==> src/rtl/gpio_ovr_pkg.sv <==
package gpio_ovr_pkg;

  localparam int PIN_W = 8;

  // Port A pin roles
  localparam int A_XTAL_O = 7;
  localparam int A_XTAL_I = 6;
  localparam int A_TDI    = 5;
  localparam int A_TDO    = 4;
  localparam int A_TMS    = 3;
  localparam int A_TCK    = 2;
  localparam int A_SDA    = 1;
  localparam int A_SCL    = 0;

  // Port B pin roles
  localparam int B_CMP2  = 7;
  localparam int B_ICP   = 6;
  localparam int B_CMP1A = 5;
  localparam int B_CMP1B = 4;
  localparam int B_INT1  = 3;
  localparam int B_INT0  = 2;
  localparam int B_TX    = 1;
  localparam int B_RX    = 0;

  // Enable/value pairs for each pad control of one pin
  typedef struct packed {
    logic pu_oe;
    logic pu_ov;
    logic dir_oe;
    logic dir_ov;
    logic val_oe;
    logic val_ov;
    logic die_oe;
    logic die_ov;
  } pin_ovr_t;

  typedef struct packed {
    logic pu;
    logic oe;
    logic out;
    logic die;
  } pin_drv_t;

  // Final pad controls of one pin
  function automatic pin_drv_t resolve_pin(pin_ovr_t o, logic data, logic dir,
                                           logic pud, logic din_off);
    pin_drv_t r;
    r.oe  = o.dir_oe ? o.dir_ov : dir;
    r.out = o.val_oe ? o.val_ov : data;
    r.pu  = o.pu_oe  ? o.pu_ov  : (data & ~dir & ~pud);
    r.die = o.die_oe ? o.die_ov : ~din_off;
    return r;
  endfunction

  // Peripheral takes the pin entirely and isolates it
  function automatic pin_ovr_t isolate(logic en, logic pu_v);
    pin_ovr_t o;
    o = '0;
    o.pu_oe  = en;
    o.pu_ov  = pu_v;
    o.dir_oe = en;
    o.die_oe = en;
    return o;
  endfunction

endpackage

==> src/rtl/gpio_ovr_map.sv <==
module gpio_ovr_map
  import gpio_ovr_pkg::*;
(
  input  logic       tap_en,
  input  logic       tap_shift,
  input  logic       tap_tdo,
  input  logic       osc_async_en,
  input  logic       twi_en,
  input  logic       twi_sda_low,
  input  logic       twi_scl_low,
  input  logic [1:0] twi_data_bits,
  input  logic       tx_en,
  input  logic       tx_data,
  input  logic       rx_en,
  input  logic       rx_data_bit,
  input  logic       int0_en,
  input  logic       int1_en,
  input  logic       cmp2_en,
  input  logic       cmp2_val,
  input  logic       cmp1a_en,
  input  logic       cmp1a_val,
  input  logic       cmp1b_en,
  input  logic       cmp1b_val,
  input  logic       pud,
  output pin_ovr_t   ovr_a [PIN_W],
  output pin_ovr_t   ovr_b [PIN_W]
);

  always_comb begin
    for (int i = 0; i < PIN_W; i++) begin
      ovr_a[i] = '0;
      ovr_b[i] = '0;
    end
    // crystal pins
    ovr_a[A_XTAL_O] = isolate(osc_async_en, 1'b0);
    ovr_a[A_XTAL_I] = isolate(osc_async_en, 1'b0);
    // scan port
    ovr_a[A_TDI] = isolate(tap_en, 1'b1);
    ovr_a[A_TMS] = isolate(tap_en, 1'b1);
    ovr_a[A_TCK] = isolate(tap_en, 1'b1);
    ovr_a[A_TDO] = isolate(tap_en, 1'b0);
    ovr_a[A_TDO].dir_ov = tap_shift;
    ovr_a[A_TDO].val_oe = tap_en;
    ovr_a[A_TDO].val_ov = tap_tdo;
    // two-wire bus: open drain, pull-up from data bit
    ovr_a[A_SDA].pu_oe  = twi_en;
    ovr_a[A_SDA].pu_ov  = twi_data_bits[1] & ~pud;
    ovr_a[A_SDA].dir_oe = twi_en;
    ovr_a[A_SDA].dir_ov = twi_sda_low;
    ovr_a[A_SDA].val_oe = twi_en;
    ovr_a[A_SCL].pu_oe  = twi_en;
    ovr_a[A_SCL].pu_ov  = twi_data_bits[0] & ~pud;
    ovr_a[A_SCL].dir_oe = twi_en;
    ovr_a[A_SCL].dir_ov = twi_scl_low;
    ovr_a[A_SCL].val_oe = twi_en;
    // compare outputs: value only
    ovr_b[B_CMP2].val_oe  = cmp2_en;
    ovr_b[B_CMP2].val_ov  = cmp2_val;
    ovr_b[B_CMP1A].val_oe = cmp1a_en;
    ovr_b[B_CMP1A].val_ov = cmp1a_val;
    ovr_b[B_CMP1B].val_oe = cmp1b_en;
    ovr_b[B_CMP1B].val_ov = cmp1b_val;
    // interrupts keep the input buffer alive
    ovr_b[B_INT1].die_oe = int1_en;
    ovr_b[B_INT1].die_ov = 1'b1;
    ovr_b[B_INT0].die_oe = int0_en;
    ovr_b[B_INT0].die_ov = 1'b1;
    // UART
    ovr_b[B_TX].pu_oe  = tx_en;
    ovr_b[B_TX].dir_oe = tx_en;
    ovr_b[B_TX].dir_ov = 1'b1;
    ovr_b[B_TX].val_oe = tx_en;
    ovr_b[B_TX].val_ov = tx_data;
    ovr_b[B_RX].pu_oe  = rx_en;
    ovr_b[B_RX].pu_ov  = rx_data_bit & ~pud;
    ovr_b[B_RX].dir_oe = rx_en;
  end

endmodule

==> src/rtl/gpio_pin_drive.sv <==
module gpio_pin_drive
  import gpio_ovr_pkg::*;
(
  input  pin_ovr_t ovr,
  input  logic     data,
  input  logic     dir,
  input  logic     pud,
  input  logic     din_off,
  output pin_drv_t drv
);

  assign drv = resolve_pin(ovr, data, dir, pud, din_off);

endmodule

==> src/rtl/gpio_pin_sync.sv <==
module gpio_pin_sync #(
  parameter int STAGES = 2
) (
  input  logic clk,
  input  logic rst_n,
  input  logic raw,
  input  logic die,
  output logic rd
);

  logic [STAGES-1:0] q;

  always_ff @(posedge clk) begin
    if (!rst_n) q <= '0;
    else        q <= {q[STAGES-2:0], raw};
  end

  assign rd = q[STAGES-1] & die;

  generate
    if (STAGES == 2) begin : g_lat_chk

      sync_latency_chk: assert property (@(posedge clk) disable iff (!rst_n)
        $rose(q[STAGES-1]) |-> $past(raw, 2));
    end
  endgenerate

endmodule

==> src/rtl/gpio_altfn_port.sv <==
module gpio_altfn_port
  import gpio_ovr_pkg::*;
#(
  parameter int SYNC_STAGES = 2
) (
  input  logic             clk,
  input  logic             rst_n,
  input  logic             reg_wr,
  input  logic [1:0]       reg_sel,
  input  logic [PIN_W-1:0] reg_wdata,
  input  logic             pud_all,
  input  logic             dig_in_off,
  input  logic             tap_en,
  input  logic             tap_shift,
  input  logic             tap_tdo,
  input  logic             osc_async_en,
  input  logic             twi_en,
  input  logic             twi_sda_low,
  input  logic             twi_scl_low,
  input  logic             tx_en,
  input  logic             tx_data,
  input  logic             rx_en,
  input  logic             int0_en,
  input  logic             int1_en,
  input  logic             cmp2_en,
  input  logic             cmp2_val,
  input  logic             cmp1a_en,
  input  logic             cmp1a_val,
  input  logic             cmp1b_en,
  input  logic             cmp1b_val,
  input  logic [PIN_W-1:0] pad_a_in,
  input  logic [PIN_W-1:0] pad_b_in,
  output logic [PIN_W-1:0] pad_a_oe,
  output logic [PIN_W-1:0] pad_a_out,
  output logic [PIN_W-1:0] pad_a_pu,
  output logic [PIN_W-1:0] pad_a_die,
  output logic [PIN_W-1:0] pad_b_oe,
  output logic [PIN_W-1:0] pad_b_out,
  output logic [PIN_W-1:0] pad_b_pu,
  output logic [PIN_W-1:0] pad_b_die,
  output logic [PIN_W-1:0] pin_a_rd,
  output logic [PIN_W-1:0] pin_b_rd,
  output logic             tap_tdi,
  output logic             tap_tms,
  output logic             tap_tck,
  output logic             twi_sda_in,
  output logic             twi_scl_in,
  output logic             rx_data,
  output logic             int0_in,
  output logic             int1_in,
  output logic             icp_in
);

  localparam logic [1:0] SEL_A_DATA = 2'd0;
  localparam logic [1:0] SEL_A_DIR  = 2'd1;
  localparam logic [1:0] SEL_B_DATA = 2'd2;
  localparam logic [1:0] SEL_B_DIR  = 2'd3;

  logic [PIN_W-1:0] data_a, dir_a, data_b, dir_b;

  always_ff @(posedge clk) begin
    if (!rst_n) begin
      data_a <= '0;
      dir_a  <= '0;
      data_b <= '0;
      dir_b  <= '0;
    end else if (reg_wr) begin
      case (reg_sel)
        SEL_A_DATA: data_a <= reg_wdata;
        SEL_A_DIR:  dir_a  <= reg_wdata;
        SEL_B_DATA: data_b <= reg_wdata;
        SEL_B_DIR:  dir_b  <= reg_wdata;
        default: ;
      endcase
    end
  end

  pin_ovr_t ovr_a [PIN_W];
  pin_ovr_t ovr_b [PIN_W];

  gpio_ovr_map u_map (
    .tap_en        (tap_en),
    .tap_shift     (tap_shift),
    .tap_tdo       (tap_tdo),
    .osc_async_en  (osc_async_en),
    .twi_en        (twi_en),
    .twi_sda_low   (twi_sda_low),
    .twi_scl_low   (twi_scl_low),
    .twi_data_bits ({data_a[A_SDA], data_a[A_SCL]}),
    .tx_en         (tx_en),
    .tx_data       (tx_data),
    .rx_en         (rx_en),
    .rx_data_bit   (data_b[B_RX]),
    .int0_en       (int0_en),
    .int1_en       (int1_en),
    .cmp2_en       (cmp2_en),
    .cmp2_val      (cmp2_val),
    .cmp1a_en      (cmp1a_en),
    .cmp1a_val     (cmp1a_val),
    .cmp1b_en      (cmp1b_en),
    .cmp1b_val     (cmp1b_val),
    .pud           (pud_all),
    .ovr_a         (ovr_a),
    .ovr_b         (ovr_b)
  );

  pin_drv_t drv_a [PIN_W];
  pin_drv_t drv_b [PIN_W];

  generate
    for (genvar i = 0; i < PIN_W; i++) begin : g_pin
      gpio_pin_drive u_drv_a (
        .ovr(ovr_a[i]), .data(data_a[i]), .dir(dir_a[i]),
        .pud(pud_all), .din_off(dig_in_off), .drv(drv_a[i]));
      gpio_pin_drive u_drv_b (
        .ovr(ovr_b[i]), .data(data_b[i]), .dir(dir_b[i]),
        .pud(pud_all), .din_off(dig_in_off), .drv(drv_b[i]));

      assign pad_a_oe[i]  = drv_a[i].oe;
      assign pad_a_out[i] = drv_a[i].out;
      assign pad_a_pu[i]  = drv_a[i].pu;
      assign pad_a_die[i] = drv_a[i].die;
      assign pad_b_oe[i]  = drv_b[i].oe;
      assign pad_b_out[i] = drv_b[i].out;
      assign pad_b_pu[i]  = drv_b[i].pu;
      assign pad_b_die[i] = drv_b[i].die;

      gpio_pin_sync #(.STAGES(SYNC_STAGES)) u_sync_a (
        .clk(clk), .rst_n(rst_n), .raw(pad_a_in[i]),
        .die(drv_a[i].die), .rd(pin_a_rd[i]));
      gpio_pin_sync #(.STAGES(SYNC_STAGES)) u_sync_b (
        .clk(clk), .rst_n(rst_n), .raw(pad_b_in[i]),
        .die(drv_b[i].die), .rd(pin_b_rd[i]));
    end
  endgenerate

  // scan pins bypass the synchroniser; the scan logic runs on its own clock
  assign tap_tdi    = pad_a_in[A_TDI];
  assign tap_tms    = pad_a_in[A_TMS];
  assign tap_tck    = pad_a_in[A_TCK];
  assign twi_sda_in = pin_a_rd[A_SDA];
  assign twi_scl_in = pin_a_rd[A_SCL];
  assign rx_data    = pin_b_rd[B_RX];
  assign int0_in    = pin_b_rd[B_INT0];
  assign int1_in    = pin_b_rd[B_INT1];
  assign icp_in     = pin_b_rd[B_ICP];


  tdo_idle_tristate_chk: assert property (@(posedge clk) disable iff (!rst_n)
    (tap_en && !tap_shift) |-> !pad_a_oe[A_TDO]);


  xtal_isolated_chk: assert property (@(posedge clk) disable iff (!rst_n)
    osc_async_en |-> (pad_a_oe[7:6] == 2'b00 && pad_a_pu[7:6] == 2'b00
                      && pad_a_die[7:6] == 2'b00));


  twi_open_drain_chk: assert property (@(posedge clk) disable iff (!rst_n)
    twi_en |-> (pad_a_out[1:0] == 2'b00));


  tx_drives_chk: assert property (@(posedge clk) disable iff (!rst_n)
    tx_en |-> (pad_b_oe[B_TX] && !pad_b_pu[B_TX]));


  int_input_alive_chk: assert property (@(posedge clk) disable iff (!rst_n)
    (int0_en |-> pad_b_die[B_INT0]) and (int1_en |-> pad_b_die[B_INT1]));

endmodule

==> config.mk <==
export PLATFORM = sky130hd
export DESIGN_NAME = gpio_altfn_port
export DESIGN_NICKNAME = d
export VERILOG_FILES = /design/src/rtl/gpio_ovr_pkg.sv /design/src/rtl/gpio_ovr_map.sv /design/src/rtl/gpio_pin_drive.sv /design/src/rtl/gpio_pin_sync.sv /design/src/rtl/gpio_altfn_port.sv
export SDC_FILE = /design/constraint.sdc
export NUM_CORES = 1
export LEC_CHECK = 0
export ABC_CLOCK_PERIOD_IN_PS = 1050
export BUFFER_PORTS_ARGS = -buffer_cell sky130_fd_sc_hd__buf_2
export CAP_MARGIN = 20
export CORE_MARGIN = 4
export CORE_UTILIZATION = 25
export CTS_BUF_LIST = sky130_fd_sc_hd__clkbuf_4
export DETAILED_ROUTE_END_ITERATION = 6
export SYNTH_ARGS = -nofsm -noshare
export SYNTH_HDL_FRONTEND = slang
export SYNTH_SLANG_ARGS = --single-unit
==> constraint.sdc <==
create_clock -name clk -period 1.05 [get_ports clk]
set_clock_uncertainty 0.1 [all_clocks]
set_input_delay 0.105 -clock clk [delete_from_list [all_inputs] [get_ports clk]]
set_output_delay 0.105 -clock clk [all_outputs]
set_load 0.05 [all_outputs]
Word level (Yosys, flattened, before mapping)
Cells that the tools add are included.
Word-level totals
  input bits: 49
  register bits: 64
Operators by class
  mux-type cells: 31
  bitwise gates (word level): 69
  equal/unequal tests: 3
  reductions and logical operators: 5
Operators with widths (count)
  bitwise AND 1 bit: 51
  two-way mux 1 bit: 31
  NOT 1 bit: 18
  AND reduction 2 bit: 4
  == test 2 bit, second input constant: 2
  == test 2 x 1 -> 1 bit, second input constant: 1
  zero test 2 bit: 1

Longest topological paths before layout
  depth in word-level cells: 4
  gate-level depth with buffers: 4
  gate-level depth less buffers: 2

By module
A second synthesis with hierarchy kept.
Second synthesis, totals
  cells, all modules: 462
  area total of the unflattened synthesis: 3991.3 µm²
By module, submodules not included
  gpio_altfn_port: cells an instance 124, instances 1, sequential area each 640.6 µm², area an instance 1244.9 µm²
  gpio_ovr_map: cells an instance 130, instances 1, sequential area each 0.0 µm², area an instance 964.7 µm²
  gpio_pin_sync: cells an instance 5, instances 16, sequential area each 40.0 µm², area an instance 58.8 µm²
  gpio_pin_drive: cells an instance 8, instances 16, sequential area each 0.0 µm², area an instance 52.6 µm²

Worst setup path before layout
Ideal clock, no wire load.
  path kind: reg-to-output
  start: register dir_a[4]
  end: output pad_a_pu[4]
  path slack: -1126 ps
  data required time: 845 ps
  cell stages (with the launch flop): 2
  data arrival time: 1971 ps
  path buffers: 0
  cell sequence: dfxtp_1 nor4b_1
Between the ends
  longest elaborated chain between the ends: 4
Ends and longest elaborated chain
  from (decl): RTL line gpio_altfn_port.sv:59  | logic [PIN_W-1:0] data_a, dir_a, data_b, dir_b;
  from (signal assigned): RTL line gpio_altfn_port.sv:70  | SEL_A_DIR: dir_a <= reg_wdata;
  NOT 1 bit: RTL line gpio_ovr_pkg.sv:50  | r.pu = o.pu_oe ? o.pu_ov : (data & ~dir & ~pud);
  bitwise AND 1 bit (2 in a row): RTL line gpio_ovr_pkg.sv:50
  two-way mux 1 bit: RTL line gpio_ovr_pkg.sv:50
  to (decl): RTL line gpio_altfn_port.sv:35  | output logic [PIN_W-1:0] pad_a_pu,
Every way passes these cells.

Final worst setup path
  start: register dir_b[1]
  end: output pad_b_pu[1]
Between the ends
  longest elaborated chain between the ends: 4
Ends and longest elaborated chain
  from (decl): RTL line gpio_altfn_port.sv:59
  from (signal assigned): RTL line gpio_altfn_port.sv:72  | SEL_B_DIR: dir_b <= reg_wdata;
  NOT 1 bit: RTL line gpio_ovr_pkg.sv:50
  bitwise AND 1 bit (2 in a row): RTL line gpio_ovr_pkg.sv:50
  two-way mux 1 bit: RTL line gpio_ovr_pkg.sv:50
  to (decl): RTL line gpio_altfn_port.sv:39  | output logic [PIN_W-1:0] pad_b_pu,
Every way passes these cells.

==> results.md <==
* Result of the run: finished, violations left
* Violations in the final reports: negative setup slack
* Total routing usage reported by global routing at around an eighth
* Number of buffers added by the clock tree synthesis step at 9
* Number of vias after detailed routing at 2470
* Setup repair after global routing missed its margin: true
* Fill cell instance count of the final layout at 1000
* Combined buffer and inverter count along the critical path at 1
* Library cell with the largest summed area after synthesis: sky130_fd_sc_hd__dfxtp_1
* Number of enable-type register cells in the synthesized netlist at 0
* Placeable core region at between 10000 and 15000 µm²
* N_diodes at 0
* Power density over the cells at 1040 nW/µm²
* Number of placed I/O pins at 138
* Top-area cell type share of the netlist area at 44.5%
* IO buf count at 137
* Fraction of synthesis flops using an asynchronous set or reset pin at 0%
* Cell with the most instances after synthesis: sky130_fd_sc_hd__dfxtp_1
* Remaining antenna violation count at 0
* Sequential power share at around half
* Leakage at around 0.0023 µW
* Global-route wire length before repair at around 13000 µm
* Die H at 115 µm
* Hold violation total from the final report at 0
* Maximum fanout count along the critical path at 2
* Post-synthesis cell area at ~2900 µm²
* Via density at between 4 and 5
* Post-detailed-placement cell area at 3710 µm²
* Critical Path End Type: output pin
* Worst-path cell with the longest stage delay: sky130_fd_sc_hd__dfxtp_2
* Number of nets produced by synthesis at 345
* Vias in the first global route at around 2500
* Routability congestion estimate at 0.743
* First drt pass iteration count at 4
* Worst hold-check path type: input port to flop
* Flip-flop and latch count after synthesis at 64
* CP top delay family: simple AND/OR/NAND/NOR gates
* Ratio of cells with drive above 1 in the final layout at about 64%
* Delay contributed by the slowest stage of the critical path at 330 ps
* Crit path required time at about 840 ps
* Max-slew headroom at the worst pin at 79.7%
* CTS HTree Levels at 3
* Max-cap violation count at 0
* Min Tclk post-route at 1520 ps
* Slew @ Worst Pin at 304 ps
* Worst VDD drop at 0.000787 V
* Post-Syn Area per Cell at 9.72 µm²
* Routed len/inst at 14.5 µm
* Flip-flop cell with the highest count after synthesis: sky130_fd_sc_hd__dfxtp_1
* Final count of pins violating max slew at 0
* Clock sink count at 64
* Critical path launch point type: flop
* Count of unique library cells instantiated by Yosys at 21
* Layout area overhead at 77.7%
* Setup WS post-layout at -469 ps
* Root buffer cell: sky130_fd_sc_hd__clkbuf_4
* Proportion of power drawn by the clock network at 24.0%
* Leading cell types by total area after synthesis: sky130_fd_sc_hd__dfxtp_1, sky130_fd_sc_hd__buf_4, sky130_fd_sc_hd__mux2i_1
* Cells after Synth at 296
* Post-route non-filler standard cell count at 591
* Internal cell power at 3630 µW
* Half-perimeter wire length of the detailed placement result at between 5000 and 6000 µm
* Endpoints failing setup at 70
* Number of antenna violations at the first check in global routing at 0
* Cell area after layout at 5110 µm²
* Clock transition at the register clock pins on the worst setup and hold paths after CTS at 100 ps
* Chip width at 115 µm
* Critical Path, Cell by Cell: or2_4 -> nor3b_4 -> buf_6
* Final critical-path share of the clock period at 145%
* Row Count at 38
* Gate power share at 27.7%
* Final #Nets at about 500
* Drc violations at 0
* CP Data Arrival Time at 1310 ps
* Leading post-synthesis cells by instance count: sky130_fd_sc_hd__dfxtp_1, sky130_fd_sc_hd__buf_4, sky130_fd_sc_hd__and2_1, sky130_fd_sc_hd__nand2_1, sky130_fd_sc_hd__mux2i_1
* DRC marker count from the first detailed-route iteration at 77
* Number of placed cells counting well taps at 532
* Highest clock rate at 658 MHz
* Yosys warning total at 0
* Core Util, Final at 46.4%
* Portion of the post-synthesis area used by sequential elements at 44.5%
* CTS tree: built
* Maximum number of pins on one net before global-route repair at 34
* Power dissipated by switching net loads at 1690 µW
* Buffer depth of the longest clock path at 2
* Skew-Pair Late Insertion Delay at 390 ps
* Die footprint at roughly 13000 µm²
* Worst Setup Path Type: flop to output pin
* Aggregate global routing overflow at 0
* Drt total wl at 8590 µm
* Initial cell density of the core at 26.1%
* Sw Share at 31.8%
[state kept, by name (all words and copies together), names as in the netlist]
signal / flops
data_a: 8
data_b: 8
dir_a: 8
dir_b: 8
g_pin.u_sync_a.q: 16
g_pin.u_sync_b.q: 16
[timing repair]
item                       4_1_cts  5_1_grt
pin swaps                       10        1
hold endpoints to repair        48        0
buffers inserted                 6       16
hold buffers                    24        0
gates resized for setup        249       50
setup endpoints to repair       78       81
[power groups by stage]
stage / logic, µW / clock network [µW] / registers (µW)
finish: 1470 / 1280 / 2570
global route: 1560 / 1490 / 2580
CTS: 1390 / 1370 / 2580
detailed placement: 1090 / 0 / 2630
global placement: 1080 / 0 / 2630
floorplan: 879 / 0 / 2620
[layer usage]
metal | part of all wire, % | track usage, % | vias to the layer above
li1 | - | - | 1197
met1 | 38 | 14.2 | 1148
met2 | 52 | 22.5 | 108
met3 | 8.2 | 5.00 | 17
met4 | 2.0 | 4.30 | 0
met5 | 0 | 0 | -
[cells in the final DEF (no fill, tap or decap), drive strengths merged]
cell         netlist  layout
nor3b             14      14
and2              40      40
nor2               2       2
nand2             40      40
clkinvlp           0       1
nand3              1       1
dlygate4sd3        0      24
clkinv             0       3
mux2i             32      32
nand2b             2       2
nand3b             2       2
mux2               6       6
a21o               2       2
dfxtp             64      64
clkbuf             4      11
nor2b             18      18
buf               61     182
or2                4       4
nor4b              3       3
[worst register-to-register path: stages, from the launching register on]
cell and delay [ps]:
sky130_fd_sc_hd__dfxtp_2 350, sky130_fd_sc_hd__buf_6 110, sky130_fd_sc_hd__buf_4 120, sky130_fd_sc_hd__nand2_1 50, sky130_fd_sc_hd__mux2i_1 60
[metrics by stage]
stage          hold slack (ps)  power, µW  setup WS (ps)  setup TNS [ps]
2_1_floorplan              127       3500           -273           -1240
3_3_place_gp               211       3710           -134           -1950
3_5_place_dp               218       3720           -148           -2300
4_1_cts                   35.2       5340           -520          -18930
5_1_grt                   43.5       5620           -542          -22250
6_report                  67.4       5320           -469          -16500
[final cells by class]
cell class              instances  area (µm²)  area share [%]
flip-flops and latches         64        1360            26.6
multi-input cells             166        1460            28.5
clock buffers                  10        75.1            1.47
repair buffers                207        2020            39.6
well taps                     140         175            3.42
clock inverters                 3        12.5           0.245
inverters                       1        7.51           0.147
[final timing paths]
path | startpoint | endpoint | slack, ps | cells past startpoint
worst max-delay path | dir_b[1] | pad_b_pu[1] | -470 | 3
worst min-delay path | rst_n | dir_b[7] | 70 | 4
worst max register to register | dir_a[2] | dir_a[2] | 150 | 4
worst min register to register | g_pin[6].u_sync_b.q[0] | g_pin[6].u_sync_b.q[1] | 340 | 1
[cells by family after synthesis]
logic type             Yosys count  share of synthesized area, %
flip-flops                      64                          44.5
AO/OA/AOI/OAI                    2                         0.522
multiplexers                    38                          13.5
buffers and inverters           66                          16.5
AND/OR/NAND/NOR                126                          25.0
(Power assumes the default switching activity.)
